**src/rtl/vdm_pkg.sv**
```systemverilog
// Shared types for the dual-edge pixel bus demultiplexer.
package vdm_pkg;
    // Component position within a 4:2:2 pixel pair
    typedef enum logic [1:0] {
        CMP_CB = 2'd0,
        CMP_Y0 = 2'd1,
        CMP_CR = 2'd2,
        CMP_Y1 = 2'd3
    } comp_e;
endpackage

```
**src/rtl/vdm_edge_capture.sv**
```systemverilog
// Captures the bus on both clock edges and retimes the two lanes into the
// rising-edge domain so that lane 0 (rising) and lane 1 (falling) of one
// bus cycle come out together.
// Assumes: bus_data/bus_mark are stable around both clock edges.
module vdm_edge_capture #(
    parameter int DATA_W = 8
) (
    input  logic                        clk,
    input  logic                        rst_n,
    input  logic [DATA_W-1:0]           bus_data,
    input  logic                        bus_mark,
    output logic [1:0][DATA_W-1:0]      lane_data,
    output logic [1:0]                  lane_mark
);
    logic [DATA_W:0] rise_q, rise_d, fall_q, fall_rt;

    // Sample the rising-edge stream
    always_ff @(posedge clk) begin
        if (!rst_n) rise_q <= '0;
        else        rise_q <= {bus_mark, bus_data};
    end

    // Sample the falling-edge stream
    always_ff @(negedge clk) begin
        if (!rst_n) fall_q <= '0;
        else        fall_q <= {bus_mark, bus_data};
    end

    // Delay the rising lane one cycle and retime the falling lane, aligning both
    always_ff @(posedge clk) begin
        if (!rst_n) begin
            rise_d  <= '0;
            fall_rt <= '0;
        end else begin
            rise_d  <= rise_q;
            fall_rt <= fall_q;
        end
    end

    // Split the aligned words into data and mark lanes
    always_comb begin
        lane_data[0] = rise_d[DATA_W-1:0];
        lane_mark[0] = rise_d[DATA_W];
        lane_data[1] = fall_rt[DATA_W-1:0];
        lane_mark[1] = fall_rt[DATA_W];
    end
endmodule

```
**src/rtl/vdm_stream_parser.sv**
```systemverilog
// Tracks one component stream: the line-start mark restarts the tag order at
// Cb and the sample count. Samples are delivered until LINE_SAMPLES have gone
// out. A further sample without a mark sets a sticky overrun, and the outputs
// hold their last value.
// Assumes: one input sample per clock, already in the rising-edge domain.
module vdm_stream_parser
    import vdm_pkg::*;
#(
    parameter int DATA_W       = 8,
    parameter int LINE_SAMPLES = 1440
) (
    input  logic              clk,
    input  logic              rst_n,
    input  logic [DATA_W-1:0] in_data,
    input  logic              in_mark,
    output logic [DATA_W-1:0] out_data,
    output comp_e             out_tag,
    output logic              out_valid,
    output logic              out_sol,
    output logic              out_ovr
);
    localparam int CNT_W = $clog2(LINE_SAMPLES + 1);
    localparam logic [CNT_W-1:0] CNT_FULL = CNT_W'(LINE_SAMPLES);

    logic             running;
    logic [CNT_W-1:0] count;
    comp_e            phase;
    logic             line_full;

    assign line_full = (count == CNT_FULL);

    // Line state, tag sequencing and output registers
    always_ff @(posedge clk) begin
        if (!rst_n) begin
            running   <= 1'b0;
            count     <= '0;
            phase     <= CMP_CB;
            out_data  <= '0;
            out_tag   <= CMP_CB;
            out_valid <= 1'b0;
            out_sol   <= 1'b0;
            out_ovr   <= 1'b0;
        end else if (in_mark) begin
            running   <= 1'b1;
            count     <= CNT_W'(1);
            phase     <= CMP_Y0;
            out_data  <= in_data;
            out_tag   <= CMP_CB;
            out_valid <= 1'b1;
            out_sol   <= 1'b1;
            out_ovr   <= 1'b0;
        end else if (running && !line_full) begin
            count     <= count + CNT_W'(1);
            phase     <= comp_e'(phase + 2'd1);
            out_data  <= in_data;
            out_tag   <= phase;
            out_valid <= 1'b1;
            out_sol   <= 1'b0;
        end else if (running) begin
            running   <= 1'b0;
            out_valid <= 1'b0;
            out_sol   <= 1'b0;
            out_ovr   <= 1'b1;
        end else begin
            out_valid <= 1'b0;
            out_sol   <= 1'b0;
        end
    end
endmodule

```
**src/rtl/vdm_dual_demux.sv**
```systemverilog
// Top level: splits the double-rate bus into an encoded channel (rising edge)
// and a baseband channel (falling edge), each with tags, line start and
// overrun, delivered in lockstep on the rising edge.
// Assumes: clk is the double-rate bus clock and rst_n is synchronous.
module vdm_dual_demux
    import vdm_pkg::*;
#(
    parameter int DATA_W        = 8,
    parameter int ACTIVE_PIXELS = 720
) (
    input  logic              clk,
    input  logic              rst_n,
    input  logic [DATA_W-1:0] bus_data,
    input  logic              bus_mark,
    output logic [DATA_W-1:0] enc_data,
    output logic [1:0]        enc_tag,
    output logic              enc_valid,
    output logic              enc_sol,
    output logic              enc_ovr,
    output logic [DATA_W-1:0] bb_data,
    output logic [1:0]        bb_tag,
    output logic              bb_valid,
    output logic              bb_sol,
    output logic              bb_ovr
);
    localparam int LINE_SAMPLES = 2 * ACTIVE_PIXELS;
    localparam int NUM_LANES    = 2;

    logic [NUM_LANES-1:0][DATA_W-1:0] lane_data;
    logic [NUM_LANES-1:0]             lane_mark;
    logic [NUM_LANES-1:0][DATA_W-1:0] ch_data;
    comp_e                            ch_tag [NUM_LANES];
    logic [NUM_LANES-1:0]             ch_valid, ch_sol, ch_ovr;

    vdm_edge_capture #(.DATA_W(DATA_W)) u_cap (
        .clk       (clk),
        .rst_n     (rst_n),
        .bus_data  (bus_data),
        .bus_mark  (bus_mark),
        .lane_data (lane_data),
        .lane_mark (lane_mark)
    );

    for (genvar g = 0; g < NUM_LANES; g++) begin : g_lane
        vdm_stream_parser #(
            .DATA_W       (DATA_W),
            .LINE_SAMPLES (LINE_SAMPLES)
        ) u_parse (
            .clk       (clk),
            .rst_n     (rst_n),
            .in_data   (lane_data[g]),
            .in_mark   (lane_mark[g]),
            .out_data  (ch_data[g]),
            .out_tag   (ch_tag[g]),
            .out_valid (ch_valid[g]),
            .out_sol   (ch_sol[g]),
            .out_ovr   (ch_ovr[g])
        );
    end

    // Map lane 0 to the encoded path and lane 1 to the baseband path
    always_comb begin
        enc_data  = ch_data[0];
        enc_tag   = ch_tag[0];
        enc_valid = ch_valid[0];
        enc_sol   = ch_sol[0];
        enc_ovr   = ch_ovr[0];
        bb_data   = ch_data[1];
        bb_tag    = ch_tag[1];
        bb_valid  = ch_valid[1];
        bb_sol    = ch_sol[1];
        bb_ovr    = ch_ovr[1];
    end
endmodule


```
**config.mk**
```make
export PLATFORM = sky130hd
export DESIGN_NAME = vdm_dual_demux
export DESIGN_NICKNAME = d
export VERILOG_FILES = /design/src/rtl/vdm_pkg.sv /design/src/rtl/vdm_edge_capture.sv /design/src/rtl/vdm_stream_parser.sv /design/src/rtl/vdm_dual_demux.sv
export SDC_FILE = /design/constraint.sdc
export NUM_CORES = 1
export LEC_CHECK = 0
export ABC_AREA = 1
export BUFFER_PORTS_ARGS = -buffer_cell sky130_fd_sc_hd__buf_2
export CORE_MARGIN = 1.5
export CORE_UTILIZATION = 50
export CTS_CLUSTER_SIZE = 14
export DETAILED_ROUTE_END_ITERATION = 6
export GPL_TIMING_DRIVEN = 1
export HOLD_SLACK_MARGIN = 0.05
export PLACE_DENSITY = 0.81
export REMOVE_ABC_BUFFERS = 1
export SLEW_MARGIN = 20
export SYNTH_ARGS = -nofsm -noshare
export SYNTH_HDL_FRONTEND = slang
export SYNTH_SLANG_ARGS = --single-unit
```
**constraint.sdc**
```tcl
create_clock -name clk -period 2.37 [get_ports clk]
set_clock_uncertainty 0.2 [all_clocks]
set_input_delay 0.1185 -clock clk [delete_from_list [all_inputs] [get_ports clk]]
set_output_delay 0.1185 -clock clk [all_outputs]
set_load 0.05 [all_outputs]
```
==> run metrics <==
status finished, final reports clean; Synth cell types 26; post-synthesis xor/xnor area fraction 2.718%; initial antenna violation count 0; Clock Latency Late Sink 0.39 ns; CTS Buffer Depth 2; Post-Syn Area roughly 3500 um2; Post-DP HPWL 4.507 mm; largest family of logic cells by synthesized area simple AND/OR/NAND/NOR gates; crit start category primary input; placed instance area 3756 um2; Synth Warn # 0; Power Dens Cells 760.2 nW/um2; vias in the first global route between 2000 and 3000; final setup margin 0.1145 ns; Worst VDD drop 0.5034 mV; Setup Viol. Count Final 0; Hold Vio Cnt, Final 0; P&R area growth vs syn 18.96%; H-tree depth 3; slew margin rel. 67.16%; final instance area about 4200 um2; CP max stage delay 0.52 ns; CTS tree built; die width 87.20 um; Synth Register Bits 90; Num CTS Buffers 9; global-route wire length before repair ~12 mm; Synth Area per Inst 7.723 um2; via count 2988; share of cells above drive strength 1 between 10 and 15%; Place WS 0.2836 ns; row cnt 30; Post-layout nets around 540; fillers 599; DIE AREA 7603 um2; Crit Path Class primary input to register; worst-path cell chain dlygate4sd3_1 > buf_2 > nand2_1 > inv_1; DIE HEIGHT 87.20 um; Hold WC Path Type register to register; antenna-violating nets left 0; multiplexer share of the synthesized area 0%; CP max stage cell dlygate4sd3_1; Core Util, Final 61.72%; setup repair bufs after CTS 0; Placeable Area 6832 um2; Critical Path RT roughly 1.3 ns; Seq/Total Area, Yosys 50.83%; total power 3.205 mW; drt wl/cell 11.32 um; wirelength, routed ~7.0 mm; largest net degree at the start of global routing 34; Max Slew Vio Count 0; Leakage roughly 2.1 nW; Ports 37; CTS root buf clkbuf_8; IO Port Bufs 36; number of remaining DRC errors 0; actual slew at the worst max-slew pin 0.4896 ns; max-cap violation count 0; gpl congestion approximately 0.85; Sink Count 90; Worst EP arrival around 1.2 ns; CP Max Fanout 23; Via density 4.804; ant diodes 0; unrepaired setup endpoints after global routing no; Iter 0 DRT Violations 113; Synth Area in Simple Gates about 27%; first drt pass iteration count 4; setup TNS 0 ns; Syn Inst Count 459; GRT overflow 0; Compound-Gate Fraction of Synth Area 7.377%; clk slew on worst S/H paths around 0.080 ns; gr usage total 20.08%; Initial Util 51.89%; kind of end point of the critical path register; Synth Area in Adders 1.412%
cell families (layout without fill, tap and decap cells):
| family | Yosys count | after routing |
|---|---|---|
| DFF | 90 | 90 |
| and+or+nand+nor | 224 | 224 |
| xor gates and xnor gates | 11 | 11 |
| adders and majority gates | 4 | 4 |
| buffers and inverters | 83 | 150 |
| AOI/OAI and AO/OA | 47 | 47 |
layout by cell type, fill, tap and decap left out, types with 2 or more instances in the layout:
master and instances:
clkinv_1 2, nand3b_1 16, nand2_1 136, xnor2_1 3, a21oi_2 6, xor2_1 8
inv_2 4, bufinv_16 2, buf_2 36, nand2_4 2, o21ai_1 2, nor2_2 2
a21oi_1 35, nor2_1 48, dfxtp_1 90, nand4_1 6, dlygate4sd3_1 19, nand3_2 2
buf_4 4, inv_1 69, ha_1 4, nand3_1 11, o21ai_0 3, clkbuf_8 10
final timing paths:
kind	from	end	slack [ns]	depth (start not counted)
hold / removal	u_cap.rise_q[4]$_DFF_P_	u_cap.rise_d[4]$_SDFF_PN0_	0.22	2
hold reg to reg	u_cap.rise_q[4]$_DFF_P_	u_cap.rise_d[4]$_SDFF_PN0_	0.22	2
setup / recovery	rst_n	u_cap.fall_q[6]$_DFF_N_	0.11	4
setup reg to reg	g_lane[0].u_parse.count[0]$_SDFFE_PN0P_	g_lane[0].u_parse.count[1]$_SDFFE_PP0P_	0.40	9
power breakdown:
| part | leakage, nW | switching, mW | internal, mW |
|---|---|---|---|
| clock | 0.166 | 0.561 | 0.706 |
| combinational | 1.21 | 0.222 | 0.104 |
| sequential | 0.738 | 0.0322 | 1.58 |
cell type report:
class / instances / area [um2] / area share (%)
clock buffer: 12 / 166.4 / 3.947
clock inverter: 13 / 107.6 / 2.552
inverter: 66 / 247.7 / 5.875
multi-input combinational: 286 / 1373 / 32.55
sequential: 90 / 1802 / 42.73
tap: 96 / 120.1 / 2.849
timing repair buffer: 59 / 400.4 / 9.496
per-stage QoR:
step	cells	hold slack (ns)
2_1_floorplan	443	0.01195
3_3_place_gp	579	0.1120
3_5_place_dp	579	0.1194
4_1_cts	622	0.2200
5_1_grt	622	0.2494
6_report	622	0.2183
cell usage after synthesis:
library cell / count / area (um2)
nor2_2: 2 / 12.51
o21ai_1: 2 / 10.01
a21oi_2: 6 / 52.55
nand4_1: 6 / 37.54
inv_1: 61 / 229.0
o21ai_0: 3 / 15.01
clkbuf_1: 6 / 22.52
inv_2: 4 / 15.01
a21oi_1: 35 / 175.2
xnor2_1: 3 / 26.28
nand2_2: 1 / 6.260
buf_6: 6 / 67.56
xor2_1: 8 / 70.07
nor2_1: 48 / 180.2
nand2_1: 136 / 510.5
nand3b_1: 16 / 120.1
nand2_4: 2 / 22.52
buf_8: 1 / 15.01
nand3_2: 2 / 20.02
clkinv_1: 2 / 7.510
dfxtp_1: 90 / 1802
buf_1: 1 / 3.750
a41oi_1: 1 / 8.760
nand3_1: 11 / 55.05
ha_1: 4 / 50.05
buf_2: 2 / 10.01
critical path, delay by kind of cell:
kind	cells	cell delay [ns]
buffers and inverters	3	0.96
and+or+nand+nor	1	0.11
state kept, by name, indices dropped and copies added (netlist names):
signal / cells
g_lane.u_parse.out_ovr: 2
g_lane.u_parse.out_valid: 2
g_lane.u_parse.out_tag: 4
u_cap.fall_rt: 9
g_lane.u_parse.phase: 4
u_cap.rise_d: 9
g_lane.u_parse.out_sol: 2
u_cap.fall_q: 9
g_lane.u_parse.running: 2
g_lane.u_parse.count: 22
g_lane.u_parse.out_data: 16
u_cap.rise_q: 9
metal layers:
layer	share of wire, %	wire, um	track usage [%]
met5	0	0	0
met4	2.0	142	8.225
met3	3.8	268	4.645
met2	51	3583	36.58
met1	43	3044	22.45
repair_timing:
item,4_1_cts,5_1_grt
setup endpoints to repair,0,0
hold buffers,19,0
gates resized for setup,0,0
endpoints found under the hold margin,20,0
Power figures use the tool's default switching activity.
